**src/rtl/gpio2b_pkg.sv**
```systemverilog
// Package: register selector encoding shared by the GPIO banks and the top.
package gpio2b_pkg;

    // Largest pin count a bank may have (four bytes per register).
    localparam int BANK_MAX_PINS = 32;

    // Register selector, taken from address bits 4:2.
    typedef enum logic [2:0] {
        RG_EN   = 3'd0,
        RG_DIR  = 3'd1,
        RG_LVL  = 3'd2,
        RG_RISE = 3'd3,
        RG_FALL = 3'd4,
        RG_IE   = 3'd5,
        RG_RSVD = 3'd6,
        RG_STS  = 3'd7
    } greg_e;

endpackage

```
**src/rtl/gpio2b_sync.sv**
```systemverilog
// Module: gpio2b_sync
// Two-flop synchronizer for a vector of asynchronous pin inputs.
// Assumes each bit is independent; no multi-bit coherence is promised.
module gpio2b_sync #(
    parameter int WIDTH = 8
) (
    input  logic             clk,
    input  logic             rst_n,
    input  logic [WIDTH-1:0] din,
    output logic [WIDTH-1:0] dout
);

    logic [WIDTH-1:0] stage1_q;
    logic [WIDTH-1:0] stage2_q;

    // Two register stages, cleared to 0 by reset.
    always_ff @(posedge clk) begin
        if (!rst_n) begin
            stage1_q <= '0;
            stage2_q <= '0;
        end else begin
            stage1_q <= din;
            stage2_q <= stage1_q;
        end
    end

    assign dout = stage2_q;

endmodule

```
**src/rtl/gpio2b_bank.sv**
```systemverilog
// Module: gpio2b_bank
// One GPIO bank. Holds the per-pin register file, edge detection, sticky
// write-1-to-clear status and the bank interrupt.
// Assumes pin_sync is already synchronized to clk and PINS <= 32.
// The read port is combinational from acc_reg/acc_byte.
module gpio2b_bank
    import gpio2b_pkg::*;
#(
    parameter int          PINS   = 8,
    parameter logic [31:0] EN_RST = 32'hFFFF_FFFF
) (
    input  logic            clk,
    input  logic            rst_n,
    input  logic [PINS-1:0] pin_sync,
    input  logic            wr_en,
    input  greg_e           acc_reg,
    input  logic [1:0]      acc_byte,
    input  logic [7:0]      wr_data,
    output logic [7:0]      rd_data,
    output logic [PINS-1:0] pin_out,
    output logic [PINS-1:0] pin_oe,
    output logic            irq
);

    localparam int REG_W = BANK_MAX_PINS;

    logic [PINS-1:0] en_q, dir_q, lvl_q, rise_q, fall_q, ie_q, sts_q, prev_q;
    logic [PINS-1:0] lane, wbits, clr_v, set_v, lvl_view, rise_ev, fall_ev;
    logic            hit_en, hit_dir, hit_lvl, hit_rise, hit_fall, hit_ie, hit_sts;
    logic [REG_W-1:0] rd_vec;

    // Map the selected byte lane onto pin bits, with the write byte replicated.
    always_comb begin
        for (int i = 0; i < PINS; i++) begin
            lane[i]  = ((i / 8) == int'(acc_byte));
            wbits[i] = wr_data[3'(i % 8)];
        end
    end

    // Decode the write strobe into one hit per register.
    always_comb begin
        hit_en   = wr_en && (acc_reg == RG_EN);
        hit_dir  = wr_en && (acc_reg == RG_DIR);
        hit_lvl  = wr_en && (acc_reg == RG_LVL);
        hit_rise = wr_en && (acc_reg == RG_RISE);
        hit_fall = wr_en && (acc_reg == RG_FALL);
        hit_ie   = wr_en && (acc_reg == RG_IE);
        hit_sts  = wr_en && (acc_reg == RG_STS);
    end

    // Edge events on enabled pins, and armed events that set status.
    always_comb begin
        rise_ev = pin_sync & ~prev_q & en_q;
        fall_ev = ~pin_sync & prev_q & en_q;
        set_v   = (rise_ev & rise_q) | (fall_ev & fall_q);
        clr_v   = hit_sts ? (lane & wbits) : '0;
    end

    // Control registers: plain byte-lane writes.
    always_ff @(posedge clk) begin
        if (!rst_n) begin
            en_q   <= EN_RST[PINS-1:0];
            dir_q  <= '1;
            rise_q <= '0;
            fall_q <= '0;
            ie_q   <= '0;
        end else begin
            if (hit_en)   en_q   <= (en_q   & ~lane) | (wbits & lane);
            if (hit_dir)  dir_q  <= (dir_q  & ~lane) | (wbits & lane);
            if (hit_rise) rise_q <= (rise_q & ~lane) | (wbits & lane);
            if (hit_fall) fall_q <= (fall_q & ~lane) | (wbits & lane);
            if (hit_ie)   ie_q   <= (ie_q   & ~lane) | (wbits & lane);
        end
    end

    // Output level register: only pins that are outputs accept writes.
    always_ff @(posedge clk) begin
        if (!rst_n) begin
            lvl_q <= '0;
        end else if (hit_lvl) begin
            lvl_q <= (lvl_q & ~(lane & ~dir_q)) | (wbits & lane & ~dir_q);
        end
    end

    // Previous synchronized sample, used for edge detection.
    always_ff @(posedge clk) begin
        if (!rst_n) prev_q <= '0;
        else        prev_q <= pin_sync;
    end

    // Sticky status: a fresh edge overrides a same-cycle clear.
    always_ff @(posedge clk) begin
        if (!rst_n) sts_q <= '0;
        else        sts_q <= (sts_q & ~clr_v) | set_v;
    end

    // Level readback: input value, stored level, or 0 when disabled.
    assign lvl_view = en_q & ((dir_q & pin_sync) | (~dir_q & lvl_q));

    // Pin drive: only enabled outputs drive.
    assign pin_oe  = en_q & ~dir_q;
    assign pin_out = lvl_q & en_q & ~dir_q;

    // Bank interrupt from enabled pending status.
    assign irq = |(sts_q & ie_q);

    // Read multiplexer: zero-extended register, then byte select.
    always_comb begin
        case (acc_reg)
            RG_EN:   rd_vec = REG_W'(en_q);
            RG_DIR:  rd_vec = REG_W'(dir_q);
            RG_LVL:  rd_vec = REG_W'(lvl_view);
            RG_RISE: rd_vec = REG_W'(rise_q);
            RG_FALL: rd_vec = REG_W'(fall_q);
            RG_IE:   rd_vec = REG_W'(ie_q);
            RG_STS:  rd_vec = REG_W'(sts_q);
            default: rd_vec = '0;
        endcase
        case (acc_byte)
            2'd0:    rd_data = rd_vec[7:0];
            2'd1:    rd_data = rd_vec[15:8];
            2'd2:    rd_data = rd_vec[23:16];
            default: rd_data = rd_vec[31:24];
        endcase
    end

    AST_LVL_INPUT_HOLD: assert property (@(posedge clk) disable iff (!rst_n)
        hit_lvl |=> (((lvl_q ^ $past(lvl_q)) & $past(dir_q)) == '0));

    AST_STS_ONLY_CLEARED_BY_W1: assert property (@(posedge clk) disable iff (!rst_n)
        1'b1 |=> ((~sts_q & $past(sts_q) & ~$past(clr_v)) == '0));

    AST_EDGE_BEATS_CLEAR: assert property (@(posedge clk) disable iff (!rst_n)
        (|set_v) |=> ((sts_q & $past(set_v)) == $past(set_v)));

    AST_DISABLED_NO_DRIVE: assert property (@(posedge clk) disable iff (!rst_n)
        ((pin_oe & ~en_q) == '0) && ((pin_out & ~pin_oe) == '0));

    AST_DISABLED_NO_STATUS: assert property (@(posedge clk) disable iff (!rst_n)
        1'b1 |=> ((sts_q & ~$past(sts_q) & ~$past(en_q)) == '0));

endmodule

```
**src/rtl/gpio2b.sv**
```systemverilog
// Module: gpio2b
// Two-bank GPIO controller top. Synchronizes pins, decodes the byte
// address into bank/register/byte, and merges the read data and interrupts.
// Assumes 1 <= CORE_PINS <= 32 and 1 <= RESUME_PINS <= 32.
// Pins [CORE_PINS-1:0] belong to the core bank; the rest belong to the resume bank.
module gpio2b
    import gpio2b_pkg::*;
#(
    parameter int          CORE_PINS     = 10,
    parameter int          RESUME_PINS   = 4,
    parameter logic [31:0] CORE_EN_RST   = 32'hFFFF_FFFF,
    parameter logic [31:0] RESUME_EN_RST = 32'hFFFF_FFFF,
    localparam int         NPINS         = CORE_PINS + RESUME_PINS
) (
    input  logic             clk,
    input  logic             rst_n,
    input  logic [5:0]       reg_addr,
    input  logic             reg_wen,
    input  logic [7:0]       reg_wdata,
    output logic [7:0]       reg_rdata,
    input  logic [NPINS-1:0] pin_in,
    output logic [NPINS-1:0] pin_out,
    output logic [NPINS-1:0] pin_oe,
    output logic             irq_out
);

    logic [NPINS-1:0] pin_sync;
    logic             bank_sel;
    greg_e            acc_reg;
    logic [1:0]       acc_byte;
    logic [7:0]       bank_rd [2];
    logic [1:0]       bank_irq;

    // Address fields: bank select, register select, byte lane.
    assign bank_sel = reg_addr[5];
    assign acc_reg  = greg_e'(reg_addr[4:2]);
    assign acc_byte = reg_addr[1:0];

    gpio2b_sync #(.WIDTH(NPINS)) sync_i (
        .clk  (clk),
        .rst_n(rst_n),
        .din  (pin_in),
        .dout (pin_sync)
    );

    for (genvar b = 0; b < 2; b++) begin : g_bank
        localparam int          BP   = (b == 0) ? CORE_PINS : RESUME_PINS;
        localparam int          BASE = (b == 0) ? 0 : CORE_PINS;
        localparam logic [31:0] ERST = (b == 0) ? CORE_EN_RST : RESUME_EN_RST;

        logic [BP-1:0] b_out;
        logic [BP-1:0] b_oe;

        gpio2b_bank #(.PINS(BP), .EN_RST(ERST)) bank_i (
            .clk     (clk),
            .rst_n   (rst_n),
            .pin_sync(pin_sync[BASE +: BP]),
            .wr_en   (reg_wen && (bank_sel == 1'(b))),
            .acc_reg (acc_reg),
            .acc_byte(acc_byte),
            .wr_data (reg_wdata),
            .rd_data (bank_rd[b]),
            .pin_out (b_out),
            .pin_oe  (b_oe),
            .irq     (bank_irq[b])
        );

        assign pin_out[BASE +: BP] = b_out;
        assign pin_oe[BASE +: BP]  = b_oe;
    end

    // Read data from the selected bank.
    assign reg_rdata = bank_sel ? bank_rd[1] : bank_rd[0];

    // Summary interrupt: any bank pending.
    assign irq_out = |bank_irq;

    AST_IRQ_DROPS_ON_RESET: assert property (@(posedge clk)
        !rst_n |=> !irq_out);

endmodule

```
**config.mk**
```make
export PLATFORM = sky130hd
export DESIGN_NAME = gpio2b
export DESIGN_NICKNAME = d
export VERILOG_FILES = /design/src/rtl/gpio2b_pkg.sv /design/src/rtl/gpio2b_sync.sv /design/src/rtl/gpio2b_bank.sv /design/src/rtl/gpio2b.sv
export SDC_FILE = /design/constraint.sdc
export NUM_CORES = 1
export LEC_CHECK = 0
export BUFFER_PORTS_ARGS = -buffer_cell sky130_fd_sc_hd__buf_2
export CELL_PAD_IN_SITES_DETAIL_PLACEMENT = 0
export CELL_PAD_IN_SITES_GLOBAL_PLACEMENT = 1
export CORE_ASPECT_RATIO = 2
export CORE_MARGIN = 3
export CORE_UTILIZATION = 47
export CTS_BUF_LIST = sky130_fd_sc_hd__clkbuf_8
export DETAILED_ROUTE_END_ITERATION = 8
export GPL_ROUTABILITY_DRIVEN = 1
export PLACE_DENSITY_LB_ADDON = 0.1
export SKIP_LAST_GASP = 1
export SLEW_MARGIN = 20
export SYNTH_ARGS = -nofsm -noshare
export SYNTH_HDL_FRONTEND = slang
export SYNTH_HIERARCHICAL = 1
export SYNTH_SLANG_ARGS = --single-unit
```
**constraint.sdc**
```tcl
create_clock -name clk -period 2.42 [get_ports clk]
set_clock_uncertainty 0.2 [all_clocks]
set_input_delay 0.484 -clock clk [delete_from_list [all_inputs] [get_ports clk]]
set_output_delay 0.484 -clock clk [all_outputs]
set_load 0.005 [all_outputs]
```
==> flow_summary.json, run 1 <==
{
  "nets": 895,
  "min_path_type": "in -> reg",
  "grt.total_usage_pct": 26.2,
  "cts_tree": "yes",
  "gp_congestion": 0.950,
  "portBuffers": 63,
  "synth_flop_cell": "dfxtp_1",
  "final_cell_mix": "130 x dfxtp_1, 118 x nand2_1, 67 x nand3_1",
  "setup-tns-final_ns": -1.48,
  "path_clk_slew_ns": 0.09,
  "synth-edff-count": 0,
  "cp.arrival_ns": 2.03,
  "antenna_cells": 0,
  "layout_min_cycle_time_ns": 2.71,
  "avgSynthCellArea_um2": 8.84,
  "required_ns": 1.74,
  "rr_startpoint": "sync_i/dout[5]",
  "layout_setup_ws_ns": -0.290,
  "insertion_delay_ns": 0.45,
  "vias": 5930,
  "netlist_area_um2": 6620,
  "finalHoldViolCount": 0,
  "drt-total-wl_um": 20600,
  "core_region_area_um2": 13600,
  "final_common_cell": "dfxtp_1",
  "dr.pass1.iters": 5,
  "start_util_pct": 48.7,
  "die_w_um": 89.9,
  "rsz0062_at_grt": "true",
  "max-cap-violations": 0,
  "synth.distinct_cells": 54,
  "drt_iter0_markers": 300,
  "cts_max_level": 4,
  "ios": 68,
  "antenna_found_initial": 0,
  "tightest_slew_ns": 0.548,
  "leakage_nw": 3.47,
  "critPathMaxFanout": 15,
  "hold_slack_ns": 0.0342,
  "yosysSeqAreaShare_pct": 42.3,
  "synthArstFlopShare_pct": 0,
  "drc": 0,
  "final_cells": 1063,
  "cts_inserted_buffers": 17,
  "endpoint_kind": "primary output",
  "fin_crit_sh_pct": 112,
  "violations": "negative setup slack",
  "placed_cells": 1020,
  "max_freq_mhz": 369,
  "ys.warnings.count": 6,
  "routedWlPerCell_um": 19.4,
  "peakVddDrop_mv": 0.367,
  "hold_start": "pin_in[9]",
  "drtAntennaViolNets": 0,
  "dpl_cell_area_um2": 7460,
  "cp-start-kind": "input pin",
  "drive_above_1_share_pct": 31.2,
  "crit_type": "in -> out",
  "vias_per_cell": 5.58,
  "netlist_instances": 749,
  "grt-ovfl-total": 0,
  "startpoint": "reg_addr[4]",
  "root_buffer": "clkbuf_8",
  "ys_seq_elements": 140,
  "row_count": 60,
  "grt_pass1_wl_um": 31800,
  "clockBufferDepth": 2,
  "setup_viol": 9,
  "grt_start_max_net_pins": 53,
  "status": "finished, violations left",
  "maxSlewViolCount": 0,
  "final_core_util_pct": 60.4,
  "finalInstanceArea_um2": 8210,
  "grt_pass1_vias": 6042,
  "hpwl_um": 15100,
  "synthToLayoutAreaGrowth_pct": 23.9,
  "die_area_um2": 15600,
  "dieHeight_um": 174,
  "clock-sinks": 140,
  "slew_headroom_pct": 63.5,
  "p_per_area_nw_per_um2": 574
}
## logic make-up after synthesis
| logic type | Yosys count | synth area share [%] |
|---|---|---|
| AO/OA/AOI/OAI | 131 | 13.3 |
| multiplexers | 52 | 9.01 |
| AND/OR/NAND/NOR | 373 | 30.8 |
| flip-flops | 140 | 42.3 |
| other | 1 | 0.0566 |
| buffers and inverters | 52 | 4.46 |
## Yosys cell counts (7+ instances only)
cell type	number	area (um^2)
dfxtp_1	140	2800
a22oi_1	13	97.6
mux2_2	19	214
nand2_1	120	450
mux2i_1	24	240
and2_2	23	173
buf_4	7	52.6
nand3b_1	18	135
a21oi_1	23	115
nor2_1	15	56.3
and2_1	38	238
mux2_4	8	120
and3_1	17	106
buf_6	7	78.8
clkbuf_1	17	63.8
o21ai_0	27	135
a21boi_0	15	113
buf_2	17	85.1
nand3_1	67	335
nor2b_1	50	313
a21boi_1	9	67.6
## what timing repair did
item	4_1_cts	5_1_grt
pin swaps	19	13
hold buffers	0	0
cloned	1	0
buffers inserted	9	1
gates resized for setup	58	16
endpoints found under the setup margin	9	9
## critical path, stage by stage
cell     delay (ns)
buf_2          0.13
buf_4          0.26
buf_4          0.18
mux2i_1        0.18
nor2_1         0.07
a31oi_1        0.18
a31oi_1        0.13
mux2_4         0.28
buf_2          0.13
## path summary, 6_finish.rpt
check	endpoint	slack (ns)	depth (start not counted)
setup / recovery	reg_rdata[1]	-0.29	9
hold / removal	sync_i/stage1_q[9]	0.03	2
setup reg to reg	g_bank[0].bank_i/sts_q[5]	1.05	4
hold reg to reg	sync_i/dout[5]	0.25	1
## layer usage
layer	share of wire, %	GRT usage (%)
met5	0	0
met4	7.5	18.7
met3	3.6	3.52
met2	54	50.6
met1	35	24.8
## layout make-up
cell class / instances / area [um^2]
Timing Repair Buffer: 141 / 1080
Sequential cell: 140 / 2820
Tap cell: 186 / 233
Fill cell: 1269 / 5380
Inverter: 4 / 15.0
Multi-Input combinational cell: 560 / 3670
Clock inverter: 15 / 154
Clock buffer: 17 / 234
## per-stage QoR
stage / setup slack, ns / total power (W)
after floorplan: 0.0584 / 0.00264
after global placement: -0.379 / 0.00281
after detailed placement: -0.350 / 0.00282
after CTS: -0.295 / 0.00473
after global routing: -0.370 / 0.00489
final: -0.290 / 0.00471
## where the power goes
part / total (W) / internal (W) / switching (W)
logic: 0.000469 / 0.000223 / 0.000246
registers: 0.00236 / 0.00233 / 0.0000255
clock network: 0.00188 / 0.000850 / 0.00103
Note: power is estimated with default switching activity, not from simulation.
==> run 2: changes to the inputs <==
--- a/config.mk
+++ b/config.mk
@@ -6,11 +6,11 @@
 export NUM_CORES = 1
 export LEC_CHECK = 0
 export BUFFER_PORTS_ARGS = -buffer_cell sky130_fd_sc_hd__buf_2
-export CELL_PAD_IN_SITES_DETAIL_PLACEMENT = 0
+export CELL_PAD_IN_SITES_DETAIL_PLACEMENT = 1
 export CELL_PAD_IN_SITES_GLOBAL_PLACEMENT = 1
 export CORE_ASPECT_RATIO = 2
 export CORE_MARGIN = 3
-export CORE_UTILIZATION = 47
+export CORE_UTILIZATION = 46
 export CTS_BUF_LIST = sky130_fd_sc_hd__clkbuf_8
 export DETAILED_ROUTE_END_ITERATION = 8
 export GPL_ROUTABILITY_DRIVEN = 1
@@ -19,5 +19,4 @@
 export SLEW_MARGIN = 20
 export SYNTH_ARGS = -nofsm -noshare
 export SYNTH_HDL_FRONTEND = slang
-export SYNTH_HIERARCHICAL = 1
 export SYNTH_SLANG_ARGS = --single-unit
==> flow_summary.json, run 2 <==
{
  "hold_slack_ns": 0.0261,
  "cp.arrival_ns": 1.95,
  "path_clk_slew_ns": 0.10,
  "row_count": 60,
  "yosysMostFrequentCell": "dfxtp_1",
  "fill_cells": 1566,
  "swShare_pct": 27.9,
  "yosys-top-cells-count": "140 x dfxtp_1, 94 x nand2_1, 69 x nand3_1",
  "power.switching_w": 0.00131,
  "netlist_instances": 703,
  "clockBufferDepth": 2,
  "synth.distinct_cells": 49,
  "vias_per_cell": 5.98,
  "synthToLayoutAreaGrowth_pct": 23.7,
  "finalHoldViolCount": 0,
  "synth_top_family_by_area": "simple AND/OR/NAND/NOR gates",
  "p_per_area_nw_per_um2": 602,
  "antenna_cells": 0,
  "leakage_nw": 3.33,
  "synth-edff-count": 0,
  "ys.warnings.count": 0,
  "max_freq_mhz": 379,
  "drive_above_1_share_pct": 26.3,
  "dpl_cell_area_um2": 7090,
  "dieHeight_um": 172,
  "synth_fa_ha_area_share_pct": 0,
  "nets": 834,
  "syn_nets": 734,
  "portBuffers": 63,
  "synthArstFlopShare_pct": 0,
  "power_w": 0.00471,
  "grt-ovfl-total": 0,
  "synth_xor_area_share_pct": 0,
  "grt_start_max_net_pins": 53,
  "drtAntennaViolNets": 0,
  "final_common_cell": "dfxtp_1",
  "core_region_area_um2": 13400,
  "clock-sinks": 140,
  "yosysSeqAreaShare_pct": 44.4,
  "ios": 68,
  "max-cap-violations": 0,
  "cts_hold_buffers": 0,
  "peakVddDrop_mv": 0.363,
  "final_cell_mix": "129 x dfxtp_1, 94 x nand2_1, 69 x nand3_1",
  "die_area_um2": 15300,
  "grt_pass1_wl_um": 32300,
  "clkPwrFrac_pct": 41.0,
  "status": "finished, violations left",
  "netlist_area_um2": 6320,
  "drt-total-wl_um": 21000,
  "fin_crit_sh_pct": 109,
  "endpoint_kind": "primary output",
  "insertion_delay_ns": 0.46,
  "gp_congestion": 0.864,
  "cts_tree": "yes",
  "avgSynthCellArea_um2": 8.99,
  "hpwl_um": 15000,
  "layout_setup_ws_ns": -0.219,
  "setup_viol": 8,
  "required_ns": 1.74,
  "violations": "negative setup slack",
  "routedWlPerCell_um": 21.6,
  "rsz0062_at_grt": "true",
  "cp-start-kind": "register",
  "vias": 5811,
  "maxSlewViolCount": 0,
  "drt_iter0_markers": 312,
  "synth_area_leader_cell": "dfxtp_1",
  "grt_pass1_vias": 5991,
  "synth_mux_area_share_pct": 11.0,
  "synth_top_area_share_pct": 44.4,
  "layout_min_cycle_time_ns": 2.64,
  "synthSimpleGateAreaFrac_pct": 29.2,
  "setup-tns-final_ns": -1.04,
  "min_path_type": "in -> reg",
  "finalInstanceArea_um2": 7820,
  "cts_max_level": 4,
  "seq_area_um2": 2830,
  "pwr-share-comb_pct": 9.0,
  "p_int_w": 0.00340,
  "antenna_found_initial": 0,
  "cts_inserted_buffers": 17,
  "start_util_pct": 47.0,
  "slew_headroom_pct": 66.5,
  "synth_flop_cell": "dfxtp_1",
  "die_w_um": 88.9,
  "root_buffer": "clkbuf_8",
  "pwr-share-seq_pct": 50.0,
  "drc": 0,
  "crit_type": "reg -> out",
  "dr.pass1.iters": 5,
  "critPathMaxFanout": 4,
  "ys_seq_elements": 140,
  "tightest_slew_ns": 0.503,
  "grt.total_usage_pct": 28.3,
  "synth_compound_area_share_pct": 11.4,
  "multi_input_area_um2": 3390,
  "synth.area.top_cells": "dfxtp_1 44%, mux2i_1 8.1%, and2_1 5.9%"
}
[run 2: cell types whose count changed in the layout (fill, tap and decap cells not counted), sizes merged, moves of 5 or more]
cell / previous run / this run
a21boi: 24 / 14
o2bb2ai: 0 / 7
mux2: 27 / 10
a22oi: 13 / 20
buf: 141 / 129
mux2i: 24 / 51
nor2b: 50 / 55
nand2: 126 / 94
a21oi: 23 / 12
[run 2: power by group through the flow]
stage | clock network [W] | logic [W] | registers, W
final | 0.00193 | 0.000421 | 0.00235
after floorplan | 0 | 0.000205 | 0.00240
after detailed placement | 0 | 0.000361 | 0.00241
after global placement | 0 | 0.000352 | 0.00241
after global routing | 0.00207 | 0.000444 | 0.00236
after CTS | 0.00197 | 0.000385 | 0.00236
[run 2: through the flow]
stage          utilization, %  worst slack, ns  cells
2_1_floorplan               -           0.0844    703
4_1_cts                  56.8           -0.254    967
5_1_grt                  58.2           -0.273    971
3_3_place_gp             52.7           -0.337    929
3_5_place_dp             52.7           -0.365    929
6_report                 58.2           -0.219    971
[run 2: cells by family (layout without fill, tap and decap cells)]
logic type             after synthesis  after routing
DFF                                140            140
AOI/OAI and AO/OA                  102            102
buffers and inverters               54            167
and+or+nand+nor                    343            343
muxes                               64             64
[run 2: worst paths after layout]
path | start | to | slack [ns] | cells past startpoint
worst max register to register | register | g_bank[1].bank_i.lvl_q[3] | 1.14 | 3
worst max-delay path | register | reg_rdata[1] | -0.22 | 6
worst min register to register | sync_i.stage1_q[6] | sync_i.dout[6] | 0.24 | 1
worst min-delay path | pin_in[5] | sync_i.stage1_q[5] | 0.03 | 2
[run 2: layout make-up]
cell class | count | share of cell area, %
Clock buffer | 17 | 2.99
Clock inverter | 15 | 2.18
Inverter | 6 | 0.480
Multi-Input combinational cell | 509 | 43.4
Sequential cell | 140 | 36.2
Tap cell | 155 | 2.48
Timing Repair Buffer | 129 | 12.3
[run 2: repair_timing]
item / CTS / global route
buffers inserted: 5 / 4
setup endpoints to repair: 8 / 9
resized for setup: 34 / 32
pin swaps: 13 / 14
endpoints found under the hold margin: 0 / 0
cloned: 1 / 0
[run 2: per-layer routing]
metal / wire, um / GRT usage (%) / vias up / part of all wire [%]
li1: - / - / 2666 / -
met1: 7700 / 30.6 / 2878 / 37
met2: 11200 / 50.3 / 189 / 53
met3: 914 / 4.36 / 78 / 4.4
met4: 1160 / 16.6 / 0 / 5.5
met5: 0 / 0 / - / 0
[run 2: worst max-delay path: stages (launching register included)]
cell     delay, ns
dfxtp_2       0.37
inv_1         0.07
o41ai_2       0.34
o21ai_1       0.16
a21oi_2       0.27
a211o_1       0.17
buf_2         0.12
==> run 3: changes to the inputs <==
--- a/config.mk
+++ b/config.mk
@@ -8,7 +8,6 @@
 export BUFFER_PORTS_ARGS = -buffer_cell sky130_fd_sc_hd__buf_2
 export CELL_PAD_IN_SITES_DETAIL_PLACEMENT = 1
 export CELL_PAD_IN_SITES_GLOBAL_PLACEMENT = 1
-export CORE_ASPECT_RATIO = 2
 export CORE_MARGIN = 3
 export CORE_UTILIZATION = 46
 export CTS_BUF_LIST = sky130_fd_sc_hd__clkbuf_8
==> flow_summary.json, run 3 (synthesis gave the netlist of run 2 again) <==
{
  "status": "finished, violations left",
  "violations": "negative setup slack",
  "cp.arrival_ns": 2.02,
  "peakVddDrop_mv": 0.431,
  "tightest_slew_ns": 0.535,
  "portBuffers": 63,
  "rr_endpoint": "g_bank[0].bank_i.lvl_q[8]",
  "cp_top_family": "compound AO/OA/AOI/OAI gates",
  "row_count": 42,
  "gp_congestion": 0.873,
  "critPathMaxFanout": 3,
  "setup_viol": 6,
  "path_clk_slew_ns": 0.08,
  "finalHoldViolCount": 0,
  "slowest_delay_ns": 0.36,
  "endpoint_kind": "primary output",
  "routedWlPerCell_um": 21.1,
  "final_cell_mix": "124 x dfxtp_1, 94 x nand2_1, 69 x buf_4",
  "die_area_um2": 15200,
  "endpoint": "reg_rdata[0]",
  "clock-sinks": 140,
  "grt_pass1_wl_um": 31600,
  "insertion_delay_ns": 0.47,
  "hold_start": "pin_in[7]",
  "cts_tree": "yes",
  "grt_start_max_net_pins": 58,
  "dpl_cell_area_um2": 7190,
  "drtAntennaViolNets": 0,
  "dieHeight_um": 123,
  "critPathBufInv": 1,
  "rsz0062_at_grt": "true",
  "fin_crit_sh_pct": 112,
  "layout_min_cycle_time_ns": 2.70,
  "synthToLayoutAreaGrowth_pct": 28.7,
  "drt-total-wl_um": 21400,
  "rr_worst_depth": 4,
  "max-cap-violations": 0,
  "cts_inserted_buffers": 17,
  "min_path_type": "in -> reg",
  "final_core_util_pct": 60.9,
  "grt-ovfl-total": 0,
  "vias": 5863,
  "core_region_area_um2": 13300,
  "reg2reg_slack_ns": 1.17,
  "hpwl_um": 13800,
  "antenna_found_initial": 0,
  "drt_iter0_markers": 445,
  "nets": 856,
  "root_buffer": "clkbuf_8",
  "p_per_area_nw_per_um2": 598,
  "required_ns": 1.74,
  "die_w_um": 123,
  "maxSlewViolCount": 0,
  "antenna_cells": 0,
  "worstPathCellList": "mux2_2, a22oi_1, o22a_1, nor2_1, or3_4, buf_6",
  "power_w": 0.00486,
  "cts_max_level": 4,
  "startpoint": "g_bank[0].bank_i.sts_q[8]",
  "finalInstanceArea_um2": 8130,
  "vias_per_cell": 5.78,
  "drc": 0,
  "grt_pass1_vias": 5942,
  "cp.depth": 6,
  "crit_path_top_delay_cell": "dfxtp_1",
  "cp-start-kind": "register",
  "slew_headroom_pct": 64.2,
  "drive_above_1_share_pct": 30.0,
  "dr.pass1.iters": 5,
  "clockBufferDepth": 2,
  "grt.total_usage_pct": 27.3,
  "final_common_cell": "dfxtp_1",
  "layout_setup_ws_ns": -0.281,
  "max_freq_mhz": 370,
  "start_util_pct": 47.3,
  "crit_type": "reg -> out",
  "leakage_nw": 3.47,
  "ios": 68
}
## run 3: cell count changes in the layout (fill, tap and decap cells not counted), sizes merged
cell         previous run  this run
buf                   129       149
inv                    15         7
clkbuf                 17        22
bufinv                  1         3
clkinvlp                0         2
dlygate4sd3             0         1
## run 3: final cells by class
class | count | area (um^2)
sequential | 140 | 2840
clock inverter | 11 | 141
clock buffer | 21 | 289
multi-input combinational | 509 | 3460
timing repair buffer | 151 | 1150
fill | 1546 | 5220
inverter | 6 | 25.0
tap | 176 | 220
## run 3: how the worst min path moves through the flow
stage / to / depth (start not counted) / slack (ns)
3_3_place_gp: sync_i.dout[9] / 1 / 0.21
3_5_place_dp: sync_i.dout[12] / 1 / 0.22
5_1_grt: sync_i.stage1_q[3] / 2 / 0.005
2_1_floorplan: sync_i.dout[0] / 1 / 0.21
6_report: sync_i.stage1_q[7] / 2 / 0.02
4_1_cts: sync_i.stage1_q[0] / 2 / 0.003
## run 3: repair_timing
| item | in CTS | in global routing |
|---|---|---|
| hold buffers | 1 | 0 |
| buffers inserted | 7 | 9 |
| endpoints found under the hold margin | 1 | 0 |
| resized for setup | 36 | 62 |
| setup endpoints to repair | 8 | 9 |
| pin swaps | 8 | 29 |
| cloned | 0 | 1 |
## run 3: report_power, final
group          total [W]  internal [W]  switching [W]
combinational   0.000448      0.000211       0.000237
clock            0.00206       0.00112       0.000939
sequential       0.00235       0.00233      0.0000227
total            0.00486       0.00366        0.00120
## run 3: layer usage
metal  routed length, um  vias up  part of all wire, %  global-route usage, %
met2               10600      194                   50                   46.4
met5                   0        -                    0                      0
met4                 817        0                  3.8                   11.6
met1                8810     2908                   41                   33.6
li1                    -     2695                    -                      -
met3                1100       66                  5.2                   5.76
## run 3: per-stage QoR
stage               setup WS (ns)  TNS, ns  std cells  hold slack [ns]
detailed placement         -0.311    -1.86        964            0.221
global placement           -0.247    -1.51        964            0.214
finish                     -0.281   -0.745       1014           0.0218
global route               -0.323    -1.27       1014          0.00477
floorplan                  0.0844        0        703            0.212
CTS                        -0.296    -1.16       1004          0.00281
